===== src/rtl/rate_trim_pkg.sv =====
package rate_trim_pkg;
   localparam int TRIM_VAL_W = 7;
   localparam int TRIM_W     = TRIM_VAL_W + 1;

   typedef struct packed {
      logic                  neg;
      logic                  coarse;
      logic [TRIM_VAL_W-1:0] mag;
   } trim_dec_t;
endpackage


===== src/rtl/trim_decode.sv =====
module trim_decode
   import rate_trim_pkg::*;
(
   input  logic [TRIM_W-1:0] code_i,
   output trim_dec_t         dec_o
);
   logic [TRIM_VAL_W-1:0] val;

   always_comb begin
      val          = code_i[TRIM_VAL_W-1:0];
      dec_o.coarse = code_i[TRIM_W-1];
      dec_o.neg    = val[TRIM_VAL_W-1];
      // the negated most negative value wraps to its own magnitude
      dec_o.mag    = dec_o.neg ? (~val + 1'b1) : val;
   end
endmodule


===== src/rtl/trim_schedule.sv =====
module trim_schedule
   import rate_trim_pkg::*;
#(
   parameter int HOUR_W           = 5,
   parameter int MIN_W            = 6,
   parameter int MINUTES_PER_HOUR = 60
) (
   input  trim_dec_t             dec_i,
   input  logic [HOUR_W-1:0]     hour_i,
   input  logic [MIN_W-1:0]      minute_i,
   output logic [TRIM_VAL_W-1:0] count_o
);
   localparam int LAST_MIN = MINUTES_PER_HOUR - 1;

   always_comb begin
      int m;
      int n;
      m       = int'(minute_i);
      n       = int'(dec_i.mag);
      count_o = '0;
      if (dec_i.coarse || !hour_i[0]) begin
         if (m < LAST_MIN) begin
            if (m < n) count_o = TRIM_VAL_W'(1);
         end else if (m == LAST_MIN && n > LAST_MIN) begin
            count_o = TRIM_VAL_W'(n - LAST_MIN);
         end
      end
   end
endmodule


===== src/rtl/pulse_shaper.sv =====
module pulse_shaper #(
   parameter int BUD_W = 7
) (
   input  logic             clk,
   input  logic             rst_n,
   input  logic             sec_zero_i,
   input  logic             tick_i,
   input  logic [BUD_W-1:0] load_cnt_i,
   input  logic             load_neg_i,
   output logic             tick_o
);
   logic             sec_q;
   logic             neg_q;
   logic [BUD_W-1:0] budget;
   logic             act;

   assign act    = sec_zero_i && (budget != '0);
   assign tick_o = neg_q ? (tick_i && !act) : (tick_i || act);

   always_ff @(posedge clk or negedge rst_n) begin
      if (!rst_n) begin
         sec_q  <= 1'b0;
         neg_q  <= 1'b0;
         budget <= '0;
      end else begin
         sec_q <= sec_zero_i;
         if (sec_zero_i && !sec_q) begin
            budget <= load_cnt_i;
            neg_q  <= load_neg_i;
         end else if (!sec_zero_i) begin
            budget <= '0;
         end else if (act && (neg_q == tick_i)) begin
            budget <= budget - 1'b1;
         end
      end
   end

   p_no_add_on_remove_r2: assert property (@(posedge clk) disable iff (!rst_n)
      neg_q |-> !(tick_o && !tick_i));
   p_no_drop_on_add_r2: assert property (@(posedge clk) disable iff (!rst_n)
      !neg_q |-> !(tick_i && !tick_o));
   p_pass_outside_r8: assert property (@(posedge clk) disable iff (!rst_n)
      !sec_zero_i |-> (tick_o == tick_i));
   p_budget_falls_r8: assert property (@(posedge clk) disable iff (!rst_n)
      (sec_zero_i && sec_q) |=> (budget <= $past(budget)));
   p_leftover_dropped_r8: assert property (@(posedge clk) disable iff (!rst_n)
      !sec_zero_i |=> (budget == '0));
endmodule


===== src/rtl/rate_trim_top.sv =====
module rate_trim_top
   import rate_trim_pkg::*;
#(
   parameter int HOUR_W           = 5,
   parameter int MIN_W            = 6,
   parameter int MINUTES_PER_HOUR = 60
) (
   input  logic              clk,
   input  logic              rst_n,
   input  logic [7:0]        offset_code_i,
   input  logic [HOUR_W-1:0] hour_i,
   input  logic [MIN_W-1:0]  minute_i,
   input  logic              sec_zero_i,
   input  logic              tick_i,
   output logic              tick_o
);
   localparam int LAST_MIN = MINUTES_PER_HOUR - 1;

   initial begin
      assert (TRIM_W == 8) else $error("trim code must be 8 bits");
      assert (MINUTES_PER_HOUR <= (1 << MIN_W)) else $error("MIN_W too small");
      assert (LAST_MIN < (1 << TRIM_VAL_W)) else $error("hour too long for code");
      assert (HOUR_W >= 1) else $error("HOUR_W must be positive");
   end

   logic [HOUR_W-1:0]     hour_q;
   logic                  hour_vld;
   logic [TRIM_W-1:0]     active;
   logic                  hour_chg;
   logic [TRIM_W-1:0]     eff_code;
   trim_dec_t             dec;
   logic [TRIM_VAL_W-1:0] cnt;

   assign hour_chg = hour_vld && (hour_i != hour_q);
   assign eff_code = hour_chg ? offset_code_i : active;

   always_ff @(posedge clk or negedge rst_n) begin
      if (!rst_n) begin
         hour_q   <= '0;
         hour_vld <= 1'b0;
         active   <= '0;
      end else begin
         hour_q   <= hour_i;
         hour_vld <= 1'b1;
         if (hour_chg) active <= offset_code_i;
      end
   end

   trim_decode i_dec (
      .code_i (eff_code),
      .dec_o  (dec)
   );

   trim_schedule #(
      .HOUR_W           (HOUR_W),
      .MIN_W            (MIN_W),
      .MINUTES_PER_HOUR (MINUTES_PER_HOUR)
   ) i_sched (
      .dec_i    (dec),
      .hour_i   (hour_i),
      .minute_i (minute_i),
      .count_o  (cnt)
   );

   pulse_shaper #(
      .BUD_W (TRIM_VAL_W)
   ) i_shape (
      .clk        (clk),
      .rst_n      (rst_n),
      .sec_zero_i (sec_zero_i),
      .tick_i     (tick_i),
      .load_cnt_i (cnt),
      .load_neg_i (dec.neg),
      .tick_o     (tick_o)
   );

   p_code_held_r7: assert property (@(posedge clk) disable iff (!rst_n)
      (hour_vld && hour_i == hour_q) |=> (active == $past(active)));
   p_fold_last_only_r4: assert property (@(posedge clk) disable iff (!rst_n)
      (cnt > TRIM_VAL_W'(1)) |-> (int'(minute_i) == LAST_MIN));
   p_zero_no_corr_r6: assert property (@(posedge clk) disable iff (!rst_n)
      (eff_code[TRIM_VAL_W-1:0] == '0) |-> (cnt == '0));
endmodule


===== config.mk =====
export PLATFORM = sky130hd
export DESIGN_NAME = rate_trim_top
export DESIGN_NICKNAME = d
export VERILOG_FILES = /design/src/rtl/rate_trim_pkg.sv /design/src/rtl/trim_decode.sv /design/src/rtl/trim_schedule.sv /design/src/rtl/pulse_shaper.sv /design/src/rtl/rate_trim_top.sv
export SDC_FILE = /design/constraint.sdc
export NUM_CORES = 1
export LEC_CHECK = 0
export BUFFER_PORTS_ARGS = -buffer_cell sky130_fd_sc_hd__buf_2
export CORE_ASPECT_RATIO = 0.8
export CORE_MARGIN = 10
export CORE_UTILIZATION = 60
export CTS_BUF_LIST = sky130_fd_sc_hd__clkbuf_8 sky130_fd_sc_hd__clkbuf_16
export CTS_CLUSTER_SIZE = 24
export DETAILED_ROUTE_END_ITERATION = 16
export GPL_TIMING_DRIVEN = 0
export PLACE_DENSITY = 0.87
export SYNTH_ARGS = -nofsm -noshare
export SYNTH_HDL_FRONTEND = slang
export SYNTH_HIERARCHICAL = 1
export SYNTH_SLANG_ARGS = --single-unit

===== constraint.sdc =====
create_clock -name clk -period 8.4 [get_ports clk]
set_clock_uncertainty 0.15 [all_clocks]
set_input_delay 0.84 -clock clk [delete_from_list [all_inputs] [get_ports clk]]
set_output_delay 0.84 -clock clk [all_outputs]
set_load 0.05 [all_outputs]

### Word level (Yosys, flattened, before mapping)

Index checks and enable logic that the tools add are counted.

* register bits after elaboration: 23
* output and inout bits: 1
* logic and storage cells: 39
* input bits: 23

* bitwise logic cells: 1
* add/sub/neg operators: 3
* eq/ne operators: 4
* muxes and demuxes: 10
* magnitude comparators: 3
* reduce and logical (&&, ||, !) cells: 12

Operators with widths (number)
* 7-bit 2-to-1 mux: 7
* 8-bit 2-to-1 mux: 1
* 7-bit by 1-bit adder with 7-bit output (second input constant): 1
* 7-bit by 6-bit greater-than comparator with 1-bit output (second input constant): 1
* 6-bit by 7-bit less-than comparator with 1-bit output: 1
* 7-bit NOT: 1
* 7-bit nonzero test: 1
* 7-bit by 1-bit subtractor with 7-bit output (second input constant): 1
* 7-bit by 6-bit subtractor with 7-bit output (second input constant): 1
* 6-bit by 4-bit == test with 1-bit output (second input constant): 1
* 1-bit logical AND: 6
* 6-bit less-than comparator (second input constant): 1
* 5-bit inequality test: 1
* 1-bit zero test: 3
* 3-bit by 1-bit inequality test with 1-bit output (second input constant): 1
* 1-bit logical OR: 2
* 1-bit 2-to-1 mux: 2
* 1-bit == test: 1

### Logic depth before layout (Yosys ltp)

Gate-level depths: netlist of the first run.

* word-level depth: 12
* depth in mapped cells: 16
* mapped depth without buffers: 16

### Hierarchy

The synthesis of the first run kept the hierarchy.

By module, submodules not included
* pulse_shaper: instances 1, cells each 57, area an instance 545.5 sq um, seq. area each 225.2 sq um
* rate_trim_top: instances 1, cells each 30, area an instance 514.2 sq um, seq. area each 350.3 sq um
* trim_schedule: instances 1, cells each 45, area an instance 302.8 sq um, seq. area each 0.0 sq um
* trim_decode: instances 1, cells each 20, area an instance 152.6 sq um, seq. area each 0.0 sq um

### Worst setup path after synthesis of the first run

OpenSTA, ideal clock, no wires.

* kind: in2reg
* start point: input port hour_i[0]
* end point: register i_shape.budget[0]
* arrival time: 3.707 ns
* stages: 15
* setup slack: 4.408 ns
* library setup time: 0.135 ns
* buffers on the path: 0
* path through: xnor2_1 > nand3_1 > o31ai_4 > mux2_2 > or3_4 > o31ai_4 > xnor2_1 > inv_1 > ha_1 > and4b_1 > o21ai_0 > o221ai_1 > o22ai_1 > o21ai_0 > a21oi_1

RTL lines
* start: declaration: line rate_trim_top.sv:11 `input logic [HOUR_W-1:0] hour_i,`
* end signal: assignment: line pulse_shaper.sv:28 `budget <= load_cnt_i;`
* end signal: assignment: line pulse_shaper.sv:33 `budget <= budget - 1'b1;`
* end: declaration: line pulse_shaper.sv:14 `logic [BUD_W-1:0] budget;`

==> results of run 1 <==
synthesized netlist by cell type, types with 2 or more instances:
library cell | count | share of area
sky130_fd_sc_hd__nand2b_1 | 4 | 0.017
sky130_fd_sc_hd__a21boi_1 | 2 | 0.0099
sky130_fd_sc_hd__mux2_2 | 8 | 0.059
sky130_fd_sc_hd__a21oi_1 | 9 | 0.030
sky130_fd_sc_hd__inv_1 | 11 | 0.027
sky130_fd_sc_hd__a31oi_1 | 3 | 0.012
sky130_fd_sc_hd__ha_1 | 8 | 0.066
sky130_fd_sc_hd__buf_4 | 3 | 0.015
sky130_fd_sc_hd__or3_1 | 2 | 0.0083
sky130_fd_sc_hd__xnor2_1 | 11 | 0.064
sky130_fd_sc_hd__nand2_1 | 6 | 0.015
sky130_fd_sc_hd__xor2_1 | 6 | 0.035
sky130_fd_sc_hd__or3_4 | 2 | 0.015
sky130_fd_sc_hd__nor2b_1 | 3 | 0.012
sky130_fd_sc_hd__nor3_1 | 3 | 0.0099
sky130_fd_sc_hd__o31ai_4 | 2 | 0.028
sky130_fd_sc_hd__nand3_1 | 2 | 0.0066
sky130_fd_sc_hd__dfrtp_1 | 23 | 0.38
sky130_fd_sc_hd__nor2_1 | 11 | 0.027
sky130_fd_sc_hd__clkbuf_1 | 2 | 0.0050
sky130_fd_sc_hd__o21ai_0 | 7 | 0.023
layer usage:
| metal | vias to the layer above | GRT usage | part of all wire |
|---|---|---|---|
| met3 | 8 | 0.02342 | 0.045 |
| met4 | 0 | 0.08333 | 0.027 |
| met5 | - | 0 | 0 |
| li1 | 589 | - | - |
| met2 | 49 | 0.2373 | 0.48 |
| met1 | 601 | 0.1639 | 0.44 |
path summary, 6_finish.rpt:
check                           from           endpoint  slack [ps]  cells past startpoint
min in group asynchronous      rst_n          active[6]         390                      1
max reg2reg                hour_q[1]  i_shape/budget[0]        4270                     12
max                        hour_i[1]  i_shape/budget[0]        3970                     13
min reg2reg                active[7]          active[7]         370                      1
max in group asynchronous      rst_n  i_shape/budget[1]        7360                      1
min                        active[7]          active[7]         370                      1
per-stage QoR:
step | worst slack, ps | util | hold WS, ps | power, mW
2_1_floorplan | 4408 | - | 321.3 | 0.2211
3_3_place_gp | 3950 | 0.6916 | 329.7 | 0.2426
3_5_place_dp | 3753 | 0.6916 | 349.8 | 0.2517
4_1_cts | 3989 | 0.7102 | 368.2 | 0.3194
5_1_grt | 3801 | 0.7102 | 384.0 | 0.3383
6_report | 3972 | 0.7102 | 365.8 | 0.3187
report_power, final:
part	switching, mW	internal, mW
combinational	0.0709	0.0543
sequential	0.00685	0.120
clock	0.0336	0.0326
total	0.111	0.207
layout make-up:
class | count | area (um^2)
Buffer | 6 | 35.03
Clock buffer | 3 | 41.29
Clock inverter | 1 | 3.754
Fill cell | 171 | 701.9
Inverter | 11 | 41.29
Multi-Input combinational cell | 112 | 863.3
Sequential cell | 23 | 575.6
Tap cell | 36 | 45.04
Timing Repair Buffer | 23 | 115.1
logic make-up after synthesis:
group                    count (synthesis)
XOR/XNOR                                18
flip-flops                              23
AO/OA/AOI/OAI                           35
buffers and inverters                   17
other                                    1
AND/OR/NAND/NOR                         40
adder cells (fa/ha/maj)                  8
multiplexers                            10
state kept, by name, summed over array words and instances (netlist names):
signal	flops
active	8
hour_vld	1
i_shape/budget	7
i_shape/sec_q	1
hour_q	5
i_shape/neg_q	1
layout by cell type, fill, tap and decap left out, types with 3 or more instances in the layout:
cell type,n
sky130_fd_sc_hd__buf_2,24
sky130_fd_sc_hd__dfrtp_1,23
sky130_fd_sc_hd__inv_1,12
sky130_fd_sc_hd__xnor2_1,11
sky130_fd_sc_hd__nor2_1,11
sky130_fd_sc_hd__a21oi_1,9
sky130_fd_sc_hd__mux2_2,8
sky130_fd_sc_hd__ha_1,8
sky130_fd_sc_hd__o21ai_0,7
sky130_fd_sc_hd__xor2_1,6
sky130_fd_sc_hd__nand2_1,6
sky130_fd_sc_hd__nand2b_1,4
sky130_fd_sc_hd__clkbuf_8,3
sky130_fd_sc_hd__nor3_1,3
sky130_fd_sc_hd__buf_4,3
sky130_fd_sc_hd__a31oi_1,3
sky130_fd_sc_hd__nor2b_1,3
==> summary.md, run 1 <==
| Metric | Value |
|---|---|
| Cell area after placement | `1675 um^2` |
| Type of element launching the critical path | `primary input` |
| Buffers on Ports | `23` |
| Final hold viol count | `0` |
| Adder-Cell Fraction of Synth Area | `0.06606` |
| Number of nets produced by synthesis | `183` |
| Number of H-tree branching levels | `1` |
| CTS tree | `built` |
| Clock latency on the worst-skew pair | `260 ps` |
| Post-synthesis async set-or-reset flop share | `1.000` |
| Dominant cell type by count on the critical path | `sky130_fd_sc_hd__buf_2` |
| Largest incremental delay on the critical path | `650 ps` |
| Overall track demand over capacity in global routing | `0.1395` |
| Setup crit end kind | `flop` |
| Final count of pins violating max slew | `0` |
| Inst Count DP | `211` |
| Routed via count | `1,247` |
| Sequential-to-total area share from yosys stat | `0.3799` |
| DR WL/cell | `16.04 um` |
| Final critical delay including setup and external delays | `4428 ps` |
| Unrepaired setup endpoints after global routing | `false` |
| Routability congestion estimate from global placement | `0.8900` |
| Worst-case headroom to the max-slew limit | `0.4798` |
| Crit path required time | `8440 ps` |
| Period utilisation layout | `0.5272` |
| Data arrival time of the critical path | `4470 ps` |
| Maximum number of pins on one net before global-route repair | `24` |
| Ratio of cells with drive above 1 in the final layout | `0.2570` |
| Cell at the slowest stage of the critical path | `sky130_fd_sc_hd__nor3_1` |
| Result of the run | `complete, no violations` |
| Ratio of routed vias to standard cells | `5.800` |
| Crit path buf inv count | `2` |
| Total congestion overflow | `0` |
| Post-Route Setup TNS | `0 ps` |
| Initial core utilization | `0.6255` |
| Compound-gate portion of the synthesized area | `0.1709` |
| Seq cells post-synth | `23` |
| Number of sinks on the clock net | `23` |
| Clock buffers created by TritonCTS | `3` |
| Leakage | `0.7810 nW` |
| Maximum net fanout on the critical path | `8` |
| P per Cell Area | `185.2 nW/um^2` |
| Antenna fix cells | `0` |
| Count of routing violations after the opening detailed-route iteration | `105` |
| Final nets | `211` |
| Number of distinct library cell variants in the gate-level netlist after synthesis | `45` |
| Gate count after technology mapping | `152` |
| Total number of placement rows | `16` |
| Clock Tree Root | `sky130_fd_sc_hd__clkbuf_8` |
| Number of standard cells in the final layout excluding fillers | `215` |
| Number of setup violations in the final report | `0` |
| Simple-Gate Fraction of Synth Area | `0.1478` |
| Num ports | `24` |
| Antenna-violating nets left | `0` |
| Share of cell area taken by muxes after synthesis | `0.07349` |
| Clock input transition at the sequential cells of the worst setup and hold paths | `80 ps` |
| Initial antenna violation count | `0` |
| DRC violation count after routing | `0` |
| Number of instances resized during post-cts repair | `0` |
| Main combinational cell family by area after synthesis | `compound AO/OA/AOI/OAI gates` |
| Fraction of synthesized cell area in xor and xnor cells | `0.1090` |
| CP Class | `primary input to flop` |
| First-pass detailed-route iteration total | `4` |
| Worst slew pin tran | `774.4 ps` |
| Peak clock frequency supported by timing | `225.8 MHz` |
| Vertical die dimension | `64.95 um` |
| Placeable Area | `2422 um^2` |
| Hold buffers post-CTS | `0` |
| Mean area per synthesized cell | `9.968 um^2` |
| Detail Placement HPWL | `2677 um` |
| Yosys Warn Count | `6` |
| Post-route design area | `1720 um^2` |
| Worst min-delay path category | `flop to flop` |
| Number of buffers inserted by post-CTS setup repair | `0` |
| Number of global-route vias before repair | `1,283` |
| Max-cap viol count | `0` |
| Cell area after synthesis | `1515 um^2` |
| Overall die width | `76.19 um` |
| Top Family by Delay on Critical Path | `simple AND/OR/NAND/NOR gates` |
| Area enclosed by the die boundary | `4948 um^2` |
| P&R area growth vs syn | `13.54%` |
| Worst IR drop on VDD | `0.0001054 V` |
| Maximum clock path buffer count | `2` |
| Total detailed-routing wirelength | `3448 um` |
| Cells traversed along the worst timing path | `buf_2 > xnor2_1 > nand3_1 > o31ai_4 > mux2_2 > or3_4 > nor3_1 > a311oi_1 > or4_1 > buf_2 > o22ai_1 > o21ai_0 > a21oi_1` |
| First-pass GRT wire length | `5720 um` |
| Top FF cell, synth | `sky130_fd_sc_hd__dfrtp_1` |
| Number of enable-type register cells in the synthesized netlist | `0` |
No activity file was read; power rests on OpenSTA's default activity.
==> inputs of run 2 (changes only) <==
--- a/config.mk
+++ b/config.mk
@@ -8,12 +8,12 @@
 export BUFFER_PORTS_ARGS = -buffer_cell sky130_fd_sc_hd__buf_2
 export CORE_ASPECT_RATIO = 0.8
 export CORE_MARGIN = 10
-export CORE_UTILIZATION = 60
+export CORE_UTILIZATION = 50
 export CTS_BUF_LIST = sky130_fd_sc_hd__clkbuf_8 sky130_fd_sc_hd__clkbuf_16
 export CTS_CLUSTER_SIZE = 24
 export DETAILED_ROUTE_END_ITERATION = 16
 export GPL_TIMING_DRIVEN = 0
-export PLACE_DENSITY = 0.87
+export PLACE_DENSITY = 0.78
 export SYNTH_ARGS = -nofsm -noshare
 export SYNTH_HDL_FRONTEND = slang
 export SYNTH_HIERARCHICAL = 1
==> constraint.sdc (replaced) <==
create_clock -name clk -period 4 [get_ports clk]
set_clock_uncertainty 0.15 [all_clocks]
set_input_delay 0.4 -clock clk [delete_from_list [all_inputs] [get_ports clk]]
set_output_delay 0.4 -clock clk [all_outputs]
set_load 0.05 [all_outputs]
==> run 2 against run 1 <==
  * Register-to-register slack lost 4000 ps
  * Cell count grew 2.3%
  * Highest routed layer unchanged
  * Worst hold slack lost 270 ps
  * Clock power grew 130%
  * Sequential power grew 110%
  * Sequential cell count is the same
  * Critical endpoint unchanged
  * First-iteration DRC count shrank 61%
==> summary.md, run 2 (synthesis gave the netlist of run 1 again) <==
| Metric | Value |
|---|---|
| Result of the run | `complete, no violations` |
| Final core utilization | `0.6272` |
| Maximum clock path buffer count | `2` |
| Overall die width | `81.55 um` |
| Clock input transition at the sequential cells of the worst setup and hold paths | `80 ps` |
| CTS tree | `built` |
| Crit path required time | `3990 ps` |
| Final critical delay including setup and external delays | `3776 ps` |
| Routed via count | `1,207` |
| Unrepaired setup endpoints after global routing | `false` |
| Clock buffers created by TritonCTS | `3` |
| Leakage | `0.7967 nW` |
| Ratio of routed vias to standard cells | `5.486` |
| First-pass GRT wire length | `5533 um` |
| Num ports | `24` |
| Total number of placement rows | `17` |
| DR WL/cell | `15.41 um` |
| Filler cells | `233` |
| Number of global-route vias before repair | `1,202` |
| Total detailed-routing wirelength | `3390 um` |
| Type of element launching the critical path | `flop` |
| Ratio of cells with drive above 1 in the final layout | `0.2912` |
| Placeable Area | `2829 um^2` |
| Maximum number of pins on one net before global-route repair | `24` |
| Share of total power in combinational logic | `0.388` |
| Setup crit end kind | `flop` |
| Overall track demand over capacity in global routing | `0.1205` |
| Most frequent cells in the layout | `sky130_fd_sc_hd__buf_2 (24), sky130_fd_sc_hd__dfrtp_1 (23), sky130_fd_sc_hd__inv_1 (11), sky130_fd_sc_hd__nor2_1 (11), sky130_fd_sc_hd__xnor2_1 (10)` |
| Area enclosed by the die boundary | `5646 um^2` |
| P_sw | `0.2386 mW` |
| Switching power as a share of total power | `0.3504` |
| Initial antenna violation count | `0` |
| Post-route design area | `1774 um^2` |
| Data arrival time of the critical path | `3770 ps` |
| Cell area after placement | `1678 um^2` |
| Number of sinks on the clock net | `23` |
| Worst min-delay path category | `primary input to flop` |
| Final count of pins violating max slew | `0` |
| DRC violation count after routing | `0` |
| Buffers on Ports | `23` |
| Clock Tree Root | `sky130_fd_sc_hd__clkbuf_8` |
| Worst slew pin tran | `501.4 ps` |
| Peak clock frequency supported by timing | `264.8 MHz` |
| Initial core utilization | `0.5356` |
| Antenna fix cells | `0` |
| Largest register by flop count | `active` |
| Total Power Consumption | `0.6808 mW` |
| P per Cell Area | `383.7 nW/um^2` |
| Period utilisation layout | `0.9440` |
| P&R area growth vs syn | `17.09%` |
| CP Class | `flop to flop` |
| Routability congestion estimate from global placement | `0.8168` |
| Place WS | `-136.8 ps` |
| Final setup slack of the worst path | `223.9 ps` |
| Max-cap viol count | `0` |
| Worst IR drop on VDD | `0.0001423 V` |
| Number of H-tree branching levels | `1` |
| Vertical die dimension | `69.24 um` |
| Maximum net fanout on the critical path | `5` |
| Share of power burned in registers | `0.394` |
| Total congestion overflow | `0` |
| Max reg flops | `8` |
| Final hold viol count | `0` |
| Worst-case headroom to the max-slew limit | `0.6657` |
| Most common cell after layout, fill and taps aside | `sky130_fd_sc_hd__buf_2` |
| Post-Route Setup TNS | `0 ps` |
| Final nets | `214` |
| Clock latency on the worst-skew pair | `270 ps` |
| Count of routing violations after the opening detailed-route iteration | `41` |
| Biggest registers after layout | `active (8), i_shape/budget (7), hour_q (5)` |
| Internal Pwr Total | `0.4422 mW` |
| Relative contribution of the clock network to total power | `0.219` |
| Detail Placement HPWL | `2580 um` |
| First-pass detailed-route iteration total | `4` |
| Antenna-violating nets left | `0` |
| Number of setup violations in the final report | `0` |
run 2: changes by cell type in the layout (fill, tap and decap cells not counted), sizes merged:
cell / change
clkinvlp: +1
inv: -1
dlygate4sd3: +1
buf: +2
run 2: final timing paths:
kind | from | end | slack (ps) | cells past startpoint
worst max-delay path | hour_q[4] | i_shape/budget[0] | 220 | 15
worst min-delay path | sec_zero_i | i_shape/sec_q | 100 | 1
worst max register to register | hour_q[4] | i_shape/budget[0] | 220 | 15
worst min register to register | active[7] | active[7] | 360 | 1
max in group asynchronous | rst_n | i_shape/neg_q | 2890 | 2
min in group asynchronous | rst_n | active[0] | 470 | 2
run 2: timing repair:
item                       in CTS  in global routing
setup endpoints to repair       5                  4
pin swaps                       1                  2
resized for setup               1                  4
hold endpoints to repair       23                  0
gates cloned                    0                  0
setup buffers                   0                  2
hold buffers                    1                  0
run 2: cell type report:
class	count	area [um^2]	area share
multi-input cells	112	882.1	0.4972
flip-flops and latches	23	575.6	0.3244
repair buffers	26	143.9	0.08110
well taps	38	47.55	0.02680
clock buffers	3	41.29	0.02327
inverters	11	41.29	0.02327
plain buffers	6	35.03	0.01975
clock inverters	1	7.507	0.004231
run 2: layer usage:
layer | vias to the layer above | track usage | share of wire
met4 | 0 | 0.05143 | 0.010
met1 | 582 | 0.1584 | 0.46
met2 | 30 | 0.1871 | 0.49
li1 | 591 | - | -
met3 | 4 | 0.01938 | 0.042
met5 | - | 0 | 0
run 2: stage by stage:
step	hold WS [ps]	instances
after CTS	93.58	218
after floorplan	-45.59	152
after global routing	81.54	220
after detailed placement	253.7	213
after global placement	243.7	213
final	95.42	220
run 2: critical path, cell delays in order (launching register included):
cell                       delay, ps
sky130_fd_sc_hd__dfrtp_1         390
sky130_fd_sc_hd__xnor2_1         170
sky130_fd_sc_hd__nand3_1         150
sky130_fd_sc_hd__o31ai_4         360
sky130_fd_sc_hd__mux2_2          420
sky130_fd_sc_hd__or3_4           420
sky130_fd_sc_hd__o31ai_4         210
sky130_fd_sc_hd__xnor2_2         170
sky130_fd_sc_hd__inv_1           110
sky130_fd_sc_hd__ha_1            300
sky130_fd_sc_hd__and4b_1         220
sky130_fd_sc_hd__o21ai_0         100
sky130_fd_sc_hd__o221ai_1        180
sky130_fd_sc_hd__o22ai_1          90
sky130_fd_sc_hd__o21ai_0         160
sky130_fd_sc_hd__a21oi_1          50
run 2: power groups by stage:
stage,Clock (mW),Sequential (mW),Combinational [mW]
finish,0.149,0.268,0.264
global route,0.166,0.271,0.296
CTS,0.153,0.267,0.256
detailed placement,0,0.272,0.252
global placement,0,0.270,0.241
floorplan,0,0.268,0.196
==> inputs of run 3 (changes only) <==
--- a/config.mk
+++ b/config.mk
@@ -6,14 +6,14 @@
 export NUM_CORES = 1
 export LEC_CHECK = 0
 export BUFFER_PORTS_ARGS = -buffer_cell sky130_fd_sc_hd__buf_2
-export CORE_ASPECT_RATIO = 0.8
+export CORE_ASPECT_RATIO = 0.6
 export CORE_MARGIN = 10
-export CORE_UTILIZATION = 50
+export CORE_UTILIZATION = 56
 export CTS_BUF_LIST = sky130_fd_sc_hd__clkbuf_8 sky130_fd_sc_hd__clkbuf_16
 export CTS_CLUSTER_SIZE = 24
 export DETAILED_ROUTE_END_ITERATION = 16
 export GPL_TIMING_DRIVEN = 0
-export PLACE_DENSITY = 0.78
+export PLACE_DENSITY = 0.82
 export SYNTH_ARGS = -nofsm -noshare
 export SYNTH_HDL_FRONTEND = slang
 export SYNTH_HIERARCHICAL = 1
==> constraint.sdc (replaced) <==
create_clock -name clk -period 3.5 [get_ports clk]
set_clock_uncertainty 0.15 [all_clocks]
set_input_delay 0.35 -clock clk [delete_from_list [all_inputs] [get_ports clk]]
set_output_delay 0.35 -clock clk [all_outputs]
set_load 0.05 [all_outputs]
==> run 3 against run 2 <==
  * The run now ends with negative setup slack left
  * Fmax is 2.3% higher
  * Worst setup slack worse by 410 ps
  * Power is 21% higher
  * Clock-buffer cell count stayed put
  * Non-clock buffer count is 6 higher
  * Register-to-register slack worse by 410 ps
  * Cell count stayed put
  * Critical path type unchanged
==> summary.md, run 3 (synthesis gave the netlist of run 1 again) <==
| Metric | Value |
|---|---|
| Worst min-delay path category | `primary input to flop` |
| Clock Tree Root | `sky130_fd_sc_hd__clkbuf_8` |
| Final hold viol count | `0` |
| Post-route design area | `1874 um^2` |
| P&R area growth vs syn | `23.70%` |
| Number of H-tree branching levels | `1` |
| Area enclosed by the die boundary | `5255 um^2` |
| Most frequent cells in the layout | `sky130_fd_sc_hd__dfrtp_1 (23), sky130_fd_sc_hd__buf_2 (23), sky130_fd_sc_hd__xnor2_1 (10), sky130_fd_sc_hd__inv_1 (10)` |
| Cell at the slowest stage of the critical path | `sky130_fd_sc_hd__or4_1` |
| Maximum number of pins on one net before global-route repair | `24` |
| Placeable Area | `2540 um^2` |
| Worst slew pin tran | `517.5 ps` |
| CP Class | `flop to flop` |
| Num ports | `24` |
| Leakage | `0.8654 nW` |
| CTS tree | `built` |
| Cell depth of the worst setup path | `14` |
| Total detailed-routing wirelength | `3854 um` |
| First-pass detailed-route iteration total | `4` |
| Hold slack final | `52.26 ps` |
| Largest register by flop count | `active` |
| Period utilisation layout | `1.054` |
| Inst Count DP | `207` |
| Ratio of routed vias to standard cells | `5.873` |
| P per Cell Area | `438.3 nW/um^2` |
| DRC violation count after routing | `0` |
| Final setup slack of the worst path | `-190.2 ps` |
| Data arrival time of the critical path | `3720 ps` |
| Type of element launching the critical path | `flop` |
| Biggest registers after layout | `active (8), i_shape/budget (7), hour_q (5)` |
| Count of routing violations after the opening detailed-route iteration | `118` |
| Crit path buf inv count | `2` |
| DR WL/cell | `17.52 um` |
| Worst R2R Start | `hour_q[1]` |
| Overall die width | `87.16 um` |
| Detail Placement HPWL | `2762 um` |
| Initial core utilization | `0.5966` |
| Total number of placement rows | `14` |
| Antenna fix cells | `0` |
| Ratio of cells with drive above 1 in the final layout | `0.3457` |
| Unrepaired setup endpoints after global routing | `true` |
| Routed via count | `1,292` |
| Clock input transition at the sequential cells of the worst setup and hold paths | `80 ps` |
| Max-cap viol count | `0` |
| R2R depth | `14` |
| Crit path required time | `3530 ps` |
| Initial antenna violation count | `0` |
| Clock buffers created by TritonCTS | `3` |
| Violations in the final reports | `negative setup slack` |
| Vertical die dimension | `60.29 um` |
| Number of global-route vias before repair | `1,347` |
| R2R setup slack | `-190 ps` |
| Total congestion overflow | `0` |
| Final nets | `220` |
| Result of the run | `finished, violations left` |
| Number of setup violations in the final report | `7` |
| Reg-to-reg endpoint | `i_shape/budget[4]` |
| Antenna-violating nets left | `0` |
| Final critical delay including setup and external delays | `3690 ps` |
| Clock latency on the worst-skew pair | `260 ps` |
| Max reg flops | `8` |
| Number of sinks on the clock net | `23` |
| Maximum net fanout on the critical path | `7` |
| Top Family by Delay on Critical Path | `simple AND/OR/NAND/NOR gates` |
| Final count of pins violating max slew | `0` |
| Cell area after placement | `1670 um^2` |
| Number of standard cells in the final layout excluding fillers | `220` |
| Routability congestion estimate from global placement | `0.8646` |
| Setup crit end kind | `flop` |
| Critical Path Source | `hour_q[1]` |
| Maximum clock path buffer count | `2` |
| Overall track demand over capacity in global routing | `0.1466` |
| Cells traversed along the worst timing path | `xnor2_1 > nand3_1 > o31ai_4 > buf_6 > mux2_4 > or3_4 > o31ai_4 > xnor2_2 > a31oi_1 > or4_1 > buf_6 > nor2_1 > o21ai_0 > a21oi_1` |
| Largest incremental delay on the critical path | `500 ps` |
| Place WS | `-580.6 ps` |
| First-pass GRT wire length | `6120 um` |
| Worst IR drop on VDD | `0.0002596 V` |
| Peak clock frequency supported by timing | `271.0 MHz` |
| End of the critical path | `i_shape/budget[4]` |
| Buffers on Ports | `23` |
| Worst-case headroom to the max-slew limit | `0.6550` |
[run 3: cell count changes in the layout (fill, tap and decap cells not counted), moves of 2 or more]
cell                      change
sky130_fd_sc_hd__mux2_4       +5
sky130_fd_sc_hd__nor2_1       -3
sky130_fd_sc_hd__o21ai_0      -5
sky130_fd_sc_hd__inv_2        +2
sky130_fd_sc_hd__nor2_2       +2
sky130_fd_sc_hd__o21ai_1      +5
sky130_fd_sc_hd__buf_6        +2
sky130_fd_sc_hd__mux2_2       -5
sky130_fd_sc_hd__buf_4        +5
[run 3: per-stage QoR]
stage	setup TNS, ps	power [mW]	util
global placement	-2924	0.5850	0.6576
detailed placement	-3562	0.6024	0.6576
global route	-1690	0.8661	0.7379
CTS	-1086	0.7944	0.7187
floorplan	0	0.5305	-
finish	-809.0	0.8215	0.7379
[run 3: final cells by class]
class | instances | area [um^2]
timing repair buffer | 32 | 192.7
tap | 32 | 40.04
buffer | 6 | 41.29
clock buffer | 3 | 41.29
sequential | 23 | 575.6
fill | 178 | 665.6
clock inverter | 1 | 3.754
multi-input combinational | 112 | 938.4
inverter | 11 | 41.29
[run 3: routing by layer]
layer,wire length (um),track usage
met1,1749,0.1859
met2,1783,0.2404
met3,255,0.03256
met4,65,0.05204
met5,0,0
[run 3: worst min path at each step]
stage / from / endpoint / cells after the start
after floorplan: rst_n / active[0] / 0
after detailed placement: rst_n / active[7] / 1
after global placement: rst_n / hour_q[0] / 1
after global routing: hour_i[1] / hour_q[1] / 1
after CTS: sec_zero_i / i_shape/sec_q / 1
final: sec_zero_i / i_shape/sec_q / 1
[run 3: report_power, final]
part | internal, mW | switching, mW
clock network | 0.0784 | 0.0836
registers | 0.289 | 0.0169
logic | 0.159 | 0.195
[run 3: timing repair]
| item | in CTS | in global routing |
|---|---|---|
| hold endpoints to repair | 23 | 0 |
| pin swaps | 15 | 15 |
| resized for setup | 20 | 7 |
| setup buffers | 5 | 3 |
| gates cloned | 0 | 0 |
| hold buffers | 1 | 0 |
| endpoints found under the setup margin | 7 | 7 |
